File: config.mk
export PLATFORM = sky130hd
export DESIGN_NAME = afc_frame_clock_gen
export DESIGN_NICKNAME = d
export VERILOG_FILES = /design/src/rtl/afc_pkg.sv /design/src/rtl/afc_cfg_latch.sv /design/src/rtl/afc_bit_phase.sv /design/src/rtl/afc_frame_ctr.sv /design/src/rtl/afc_frame_clock_gen.sv
export SDC_FILE = /design/constraint.sdc
export NUM_CORES = 1
export LEC_CHECK = 0
export ABC_AREA = 1
export BUFFER_PORTS_ARGS = -buffer_cell sky130_fd_sc_hd__buf_2
export CAP_MARGIN = 20
export CORE_ASPECT_RATIO = 1.1
export CORE_UTILIZATION = 45
export DETAILED_ROUTE_END_ITERATION = 7
export HOLD_SLACK_MARGIN = 0.02
export SLEW_MARGIN = 20
export SYNTH_ARGS = -nofsm -noshare
export SYNTH_HDL_FRONTEND = slang
export SYNTH_SLANG_ARGS = --single-unit
export TNS_END_PERCENT = 30
File: constraint.sdc
create_clock -name mclk_i -period 2.75 [get_ports mclk_i]
set_clock_uncertainty 0.05 [all_clocks]
set_input_delay 0.55 -clock mclk_i [delete_from_list [all_inputs] [get_ports mclk_i]]
set_output_delay 0.55 -clock mclk_i [all_outputs]
set_load 0.01 [all_outputs]
File: src/rtl/afc_pkg.sv
package afc_pkg;

   typedef enum logic {
      AFC_DIVIDED = 1'b0,
      AFC_FIXED   = 1'b1
   } afc_mode_e;

   function automatic int unsigned afc_max(input int unsigned a, input int unsigned b);
      return (a > b) ? a : b;
   endfunction

endpackage

File: src/rtl/afc_cfg_latch.sv
module afc_cfg_latch
   import afc_pkg::*;
#(
   parameter int unsigned DIV_W = 4
) (
   input  logic             clk_i,
   input  logic             rst_n_i,
   input  logic             load_i,
   input  afc_mode_e        mode_i,
   input  logic [DIV_W-1:0] div_i,
   output afc_mode_e        mode_o,
   output logic [DIV_W-1:0] div_o
);

   logic [DIV_W-1:0] div_eff;
   afc_mode_e        mode_q;
   logic [DIV_W-1:0] div_q;

   // zero divider maps onto the fastest legal setting
   assign div_eff = (div_i == '0) ? DIV_W'(1) : div_i;

   // while in reset the settings follow the inputs; afterwards only at frame wrap
   always_ff @(posedge clk_i) begin
      if (!rst_n_i || load_i) begin
         mode_q <= mode_i;
         div_q  <= div_eff;
      end
   end

   assign mode_o = mode_q;
   assign div_o  = div_q;

   p_cfg_hold_r9 : assert property (@(posedge clk_i) disable iff (!rst_n_i)
      ($past(rst_n_i) && !$past(load_i)) |-> ($stable(mode_q) && $stable(div_q)))
      else $error("active configuration moved inside a frame");

   p_div_nonzero_r10 : assert property (@(posedge clk_i) disable iff (!rst_n_i)
      $past(rst_n_i) |-> (div_q != '0))
      else $error("active divider is zero");

endmodule

File: src/rtl/afc_bit_phase.sv
module afc_bit_phase
   import afc_pkg::*;
#(
   parameter int unsigned DIV_W = 4
) (
   input  logic             clk_i,
   input  logic             rst_n_i,
   input  logic             run_i,
   input  logic             wrap_i,
   input  afc_mode_e        mode_i,
   input  logic [DIV_W-1:0] div_i,
   output logic             phase_o
);

   logic [DIV_W-1:0] sub_q;
   logic             phase_q;

   always_ff @(posedge clk_i) begin
      if (!rst_n_i || !run_i || wrap_i) begin
         sub_q   <= '0;
         phase_q <= 1'b0;
      end else if (mode_i == AFC_FIXED) begin
         // parked high so a later switch to divided mode starts on a falling edge
         sub_q   <= '0;
         phase_q <= 1'b1;
      end else if (sub_q == div_i - 1'b1) begin
         sub_q   <= '0;
         phase_q <= ~phase_q;
      end else begin
         sub_q   <= sub_q + 1'b1;
      end
   end

   assign phase_o = phase_q;

   p_sub_bound_r2 : assert property (@(posedge clk_i) disable iff (!rst_n_i)
      (run_i && mode_i == AFC_DIVIDED) |-> (sub_q < div_i))
      else $error("bit phase counter beyond divider");

endmodule

File: src/rtl/afc_frame_ctr.sv
module afc_frame_ctr
   import afc_pkg::*;
#(
   parameter int unsigned BITS_PER_FRAME = 64,
   parameter int unsigned DIV_W          = 4,
   parameter int unsigned FIX_LEN        = 375
) (
   input  logic             clk_i,
   input  logic             rst_n_i,
   input  logic             run_i,
   input  afc_mode_e        mode_i,
   input  logic [DIV_W-1:0] div_i,
   output logic             wrap_o,
   output logic             at_start_o,
   output logic             first_half_o
);

   localparam int unsigned NORM_MAX = 2 * BITS_PER_FRAME * ((1 << DIV_W) - 1);
   localparam int unsigned MAX_LEN  = afc_max(NORM_MAX, FIX_LEN);
   localparam int unsigned LEN_W    = $clog2(MAX_LEN + 1);

   logic [LEN_W-1:0] len;
   logic [LEN_W-1:0] half;
   logic [LEN_W-1:0] pos_q;

   always_comb begin
      if (mode_i == AFC_FIXED) begin
         len  = LEN_W'(FIX_LEN);
         half = LEN_W'(FIX_LEN / 2);
      end else begin
         len  = LEN_W'(2 * BITS_PER_FRAME) * LEN_W'(div_i);
         half = LEN_W'(BITS_PER_FRAME) * LEN_W'(div_i);
      end
   end

   assign wrap_o = run_i && (pos_q == len - 1'b1);

   always_ff @(posedge clk_i) begin
      if (!rst_n_i || !run_i || wrap_o) begin
         pos_q <= '0;
      end else begin
         pos_q <= pos_q + 1'b1;
      end
   end

   assign at_start_o   = run_i && (pos_q == '0);
   assign first_half_o = (pos_q < half);

   p_pos_in_range_r3 : assert property (@(posedge clk_i) disable iff (!rst_n_i)
      run_i |-> (pos_q < len))
      else $error("frame position past frame length");

endmodule

File: src/rtl/afc_frame_clock_gen.sv
module afc_frame_clock_gen
   import afc_pkg::*;
#(
   parameter int unsigned BITS_PER_FRAME = 64,
   parameter int unsigned DIV_W          = 4,
   parameter int unsigned FIX_LEN        = 375,
   parameter bit          LEFT_HIGH      = 1'b1
) (
   input  logic             mclk_i,
   input  logic             rst_n_i,
   input  logic             fixed_mode_i,
   input  logic [DIV_W-1:0] bclk_div_i,
   output logic             bclk_o,
   output logic             dac_lrc_o,
   output logic             adc_lrc_o,
   output logic             frame_start_o
);

   localparam int unsigned NUM_LRC = 2;

   if (BITS_PER_FRAME < 2 || (BITS_PER_FRAME % 2) != 0) begin : g_chk_bpf
      $error("BITS_PER_FRAME must be even and at least 2");
   end
   if (DIV_W < 1 || DIV_W > 8) begin : g_chk_div
      $error("DIV_W must lie between 1 and 8");
   end
   if (FIX_LEN < 3 || (FIX_LEN % 2) == 0) begin : g_chk_fix
      $error("FIX_LEN must be odd and at least 3");
   end

   logic             run_q;
   afc_mode_e        act_mode;
   logic [DIV_W-1:0] act_div;
   logic             wrap;
   logic             at_start;
   logic             first_half;
   logic             phase;
   logic             lrc_lvl;
   logic [NUM_LRC-1:0] lrc_vec;

   always_ff @(posedge mclk_i) begin
      if (!rst_n_i) run_q <= 1'b0;
      else          run_q <= 1'b1;
   end

   afc_cfg_latch #(.DIV_W(DIV_W)) u_cfg (
      .clk_i   (mclk_i),
      .rst_n_i (rst_n_i),
      .load_i  (wrap),
      .mode_i  (afc_mode_e'(fixed_mode_i)),
      .div_i   (bclk_div_i),
      .mode_o  (act_mode),
      .div_o   (act_div)
   );

   afc_frame_ctr #(
      .BITS_PER_FRAME (BITS_PER_FRAME),
      .DIV_W          (DIV_W),
      .FIX_LEN        (FIX_LEN)
   ) u_frame (
      .clk_i        (mclk_i),
      .rst_n_i      (rst_n_i),
      .run_i        (run_q),
      .mode_i       (act_mode),
      .div_i        (act_div),
      .wrap_o       (wrap),
      .at_start_o   (at_start),
      .first_half_o (first_half)
   );

   afc_bit_phase #(.DIV_W(DIV_W)) u_phase (
      .clk_i   (mclk_i),
      .rst_n_i (rst_n_i),
      .run_i   (run_q),
      .wrap_i  (wrap),
      .mode_i  (act_mode),
      .div_i   (act_div),
      .phase_o (phase)
   );

   if (LEFT_HIGH) begin : g_left_high
      assign lrc_lvl = run_q & first_half;
   end else begin : g_left_low
      assign lrc_lvl = run_q & ~first_half;
   end

   for (genvar k = 0; k < NUM_LRC; k++) begin : g_lrc
      assign lrc_vec[k] = lrc_lvl;
   end

   assign dac_lrc_o     = lrc_vec[0];
   assign adc_lrc_o     = lrc_vec[1];
   assign frame_start_o = at_start;

   // fixed-rate: inverted master clock, so every rising master edge is a falling bit-clock edge
   assign bclk_o = run_q & ((act_mode == AFC_FIXED) ? ~mclk_i : phase);

   p_lrc_on_bclk_fall_r6 : assert property (@(posedge mclk_i) disable iff (!rst_n_i)
      ($past(run_q) && act_mode == AFC_DIVIDED && (dac_lrc_o != $past(dac_lrc_o)))
      |-> ($past(phase) && !phase))
      else $error("frame clock moved away from a falling bit-clock edge");

   p_strobe_single_r8 : assert property (@(posedge mclk_i) disable iff (!rst_n_i)
      frame_start_o |=> !frame_start_o)
      else $error("frame strobe wider than one cycle");

   p_strobe_left_r8 : assert property (@(posedge mclk_i) disable iff (!rst_n_i)
      frame_start_o |-> first_half)
      else $error("frame strobe outside the left half");

   p_reset_quiet_r1 : assert property (@(posedge mclk_i)
      !rst_n_i |=> (!run_q || rst_n_i))
      else $error("run flag set during reset");

endmodule

; ---- After elaboration in Yosys (flattened, before gate mapping)
; Cells that the tools add are included.
[classes]
add_sub_neg = 4
n_eq_ne = 2
n_lt_le_gt_ge = 1
reduce_logical = 11
n_mux = 6
bitwise_logic = 4
[ops]
columns = operator, count
row1 = "11-bit by 1-bit adder with 11-bit output, second input constant", 1
row2 = 11-bit == test, 1
row3 = 11-bit logical NOT, 1
row4 = 11-bit by 10-bit less-than comparator with 1-bit output, 1
row5 = 11-bit two-way mux, 1
row6 = "11-bit by 1-bit subtractor with 11-bit output, second input constant", 1
row7 = 10-bit two-way mux, 1
row8 = "4-bit by 1-bit adder with 4-bit output, second input constant", 1
row9 = 4-bit == test, 1
row10 = 4-bit logical NOT, 1
row11 = 1-bit two-way mux, 4
row12 = "4-bit by 1-bit subtractor with 4-bit output, second input constant", 1
row13 = 1-bit logical OR, 3
row14 = 3-bit OR reduction, 1
row15 = 1-bit AND, 2
row16 = 1-bit logical AND, 2
row17 = 1-bit logical NOT, 2
row18 = 1-bit inverter, 2
row19 = 2-bit nonzero test, 1
[word_totals]
reg_bits = 22
inputBits = 7
elab_cells = 34

; ---- Longest topological paths before layout
[logic_depth]
ltp_word = 6
depth_mapped = 12
mapped_depth_nobuf = 11

; ---- Cells and area by module
; A second synthesis with hierarchy kept.
[hier_totals]
hier_cells = 218
area_unflattened_um2 = 1501.4
[modules_own_cells]
columns = mod, area_each_um2, cells_per_inst, instances
row1 = afc_frame_ctr, 919.6, 143, 1
row2 = afc_bit_phase, 341.6, 52, 1
row3 = afc_cfg_latch, 187.7, 15, 1
row4 = afc_frame_clock_gen, 52.6, 8, 1

==> flow_summary.json <==
{
  "holdPathEnd": "run_q",
  "grt_antenna_before_repair": 0,
  "power_mw": 0.659,
  "ys_ff_latch": 22,
  "diodes": 0,
  "clkSlewWorstSetupHoldPaths_ns": 0.13,
  "fin_nets": 247,
  "num_rows": 21,
  "vdd_ir_drop_max_mv": 0.237,
  "power_density_nw_per_um2": 385,
  "p_leak_nw": 0.764,
  "wirelength_um": 2990,
  "grt_pass1_wl_um": 4960,
  "period_share_pct": 97.3,
  "yosysWarnings": 0,
  "hp-start": "rst_n_i",
  "fillers": 301,
  "cp_max_fo": 7,
  "whs_path_depth": 1,
  "setup-violations-final": 0,
  "hpwlAfterDp_um": 2290,
  "core_um2": 3100,
  "synth_top_cells_by_area": "dfxtp_1 (23%), nand2_1 (12%), edfxtp_1 (10%)",
  "reg2reg_setup_slack_ns": 0.53,
  "fin_crit_ns": 2.67,
  "synth_nets": 227,
  "syn_inst": 208,
  "synth_top_area_share_pct": 23.0,
  "dieHeight_um": 62.1,
  "syn_area_per_cell_um2": 7.11,
  "clock_latency_ns": 0.42,
  "r2r-end": "u_frame.pos_q[10]",
  "place_congestion": 0.825,
  "finalHoldViolCount": 0,
  "r2r-start": "u_cfg.mode_o",
  "first_global_vias": 1224,
  "die-area_um2": 3520,
  "drive_gt1_share_pct": 25.6,
  "hp-class": "input port to flip-flop",
  "synth_cell_types": 27,
  "critPathRequiredTime_ns": 2.15,
  "first_pass_iters": 4,
  "wl_per_cell_um": 11.5,
  "instances_no_fill": 261,
  "placed_cells": 247,
  "drc": 0,
  "num_vias": 1340,
  "cp-start-kind": "flip-flop",
  "start_util_pct": 47.7,
  "synth_edf_count": 5,
  "drv_slew": 0,
  "overflow": 0,
  "area_growth_pct": 15.7,
  "cts_tree": "yes",
  "ys_top_cells_by_count": "nand2_1 (49), inv_1 (28), nor2_1 (25)",
  "die_w_um": 56.7,
  "portBuffers": 10,
  "syn-cell-area_um2": 1480,
  "drv_cap": 0,
  "tightestPinTransition_ns": 0.387,
  "slew_headroom_pct": 74.2,
  "timing.hold.ws_ns": 0.216,
  "critPathKind": "flip-flop to output port",
  "drt-vias-per-instance": 5.13,
  "yosysTopAreaCell": "dfxtp_1",
  "reg2reg_depth": 11,
  "yosysMostFrequentCell": "nand2_1",
  "status": "finished, final reports clean",
  "synth-main-ff-cell": "dfxtp_1",
  "ant_nets": 0,
  "drt_iter0_drc": 41,
  "pin_count": 11,
  "grt_max_degree": 13,
  "async_flop_share_pct": 0,
  "critPathArrivalTime_ns": 2.07,
  "grt_use_total_pct": 18.2,
  "seq_area_frac_synth_pct": 33.2,
  "max_clock_freq_ghz": 0.374,
  "crit_path_end_kind": "output port"
}
==> critical path, stage by stage (launching register included) <==
cell	delay [ns]
edfxtp_1	0.47
inv_4	0.13
buf_4	0.14
ha_4	0.20
a21oi_2	0.13
o21a_1	0.11
nor2_1	0.04
nor2_1	0.10
nand2_1	0.06
nor2_1	0.12
buf_2	0.14
==> worst max path at each step <==
stage	depth (start not counted)	slack, ns	endpoint	from
2_1_floorplan	11	0.34	dac_lrc_o	u_cfg.mode_o
3_3_place_gp	2	0.44	bclk_o	mclk_i
4_1_cts	10	0.02	adc_lrc_o	u_cfg.mode_o
6_report	10	0.08	adc_lrc_o	u_cfg.mode_o
3_5_place_dp	2	0.44	bclk_o	mclk_i
5_1_grt	10	-0.02	adc_lrc_o	u_cfg.mode_o
==> cells in the final DEF, fill, tap and decap left out <==
| master | Yosys | final |
|---|---|---|
| inv_2 | 4 | 3 |
| a211oi_1 | 1 | 1 |
| nor2_2 | 13 | 14 |
| nand2_1 | 49 | 47 |
| o21ai_0 | 1 | 1 |
| clkbuf_4 | 0 | 6 |
| nand3_2 | 2 | 2 |
| nand3b_1 | 1 | 1 |
| xnor2_1 | 2 | 2 |
| nor2_4 | 0 | 1 |
| buf_4 | 1 | 7 |
| nor4_1 | 1 | 1 |
| nor2_1 | 25 | 23 |
| a21oi_1 | 5 | 3 |
| or2_2 | 2 | 2 |
| a21oi_2 | 1 | 3 |
| xor2_1 | 7 | 7 |
| nor3_1 | 3 | 3 |
| inv_1 | 28 | 28 |
| nand4_1 | 6 | 6 |
| buf_2 | 0 | 10 |
| ha_1 | 12 | 9 |
| a31o_2 | 1 | 1 |
| nand3_1 | 13 | 13 |
| dfxtp_1 | 17 | 17 |
| o21a_1 | 1 | 1 |
| inv_4 | 0 | 1 |
| buf_6 | 2 | 1 |
| edfxtp_1 | 5 | 5 |
| clkinv_1 | 0 | 1 |
| ha_4 | 0 | 3 |
| nand2_2 | 2 | 3 |
| nand2_4 | 0 | 1 |
==> layer usage <==
metal,GRT usage (%),share of wire (%),vias to the layer above
met3,2.71,3.1,8
met1,19.8,43,619
met2,33.2,51,23
met5,0,0,-
met4,9.38,2.7,0
li1,-,-,690
==> power breakdown <==
group	switching, mW	internal [mW]	total, mW	leakage (nW)
Combinational	0.0512	0.0376	0.0888	0.542
Clock	0.116	0.104	0.220	0.0350
Sequential	0.0110	0.339	0.350	0.187
==> area by class of cell <==
type | instances | area [um^2] | area share [%]
Timing Repair Buffer | 17 | 109 | 6.36
Clock inverter | 1 | 3.75 | 0.219
Tap cell | 34 | 42.5 | 2.49
Multi-Input combinational cell | 148 | 892 | 52.2
Inverter | 32 | 123 | 7.17
Clock buffer | 7 | 50.0 | 2.93
Sequential cell | 22 | 490 | 28.7
==> cells by family after synthesis <==
family	Yosys count	share of synthesized area, %
compound gates	10	4.23
buf+inv	38	10.9
xor+xnor	9	5.33
flops	22	33.2
fa+ha+maj	12	10.2
simple gates	117	36.2
==> repair_timing <==
action,in CTS,in global routing
gates resized for setup,0,13
setup buffers,0,7
hold buffers,0,0
endpoints found under the hold margin,0,0
endpoints found under the setup margin,0,2
==> stage by stage <==
stage          area (um^2)  utilization, %  setup TNS (ns)  setup WS, ns
2_1_floorplan         1480               -               0         0.343
3_3_place_gp          1540            49.6               0         0.436
3_5_place_dp          1540            49.6               0         0.436
4_1_cts               1590            51.2               0        0.0245
5_1_grt               1710            55.2         -0.0306       -0.0155
6_report              1710            55.2               0        0.0751
==> registers in the layout, summed over array words and instances, names as in the netlist <==
register         count
u_frame.pos_q       11
u_cfg.div_o          4
u_phase.sub_q        4
run_q                1
u_cfg.mode_o         1
u_phase.phase_o      1
Power figures use the tool's default switching activity.
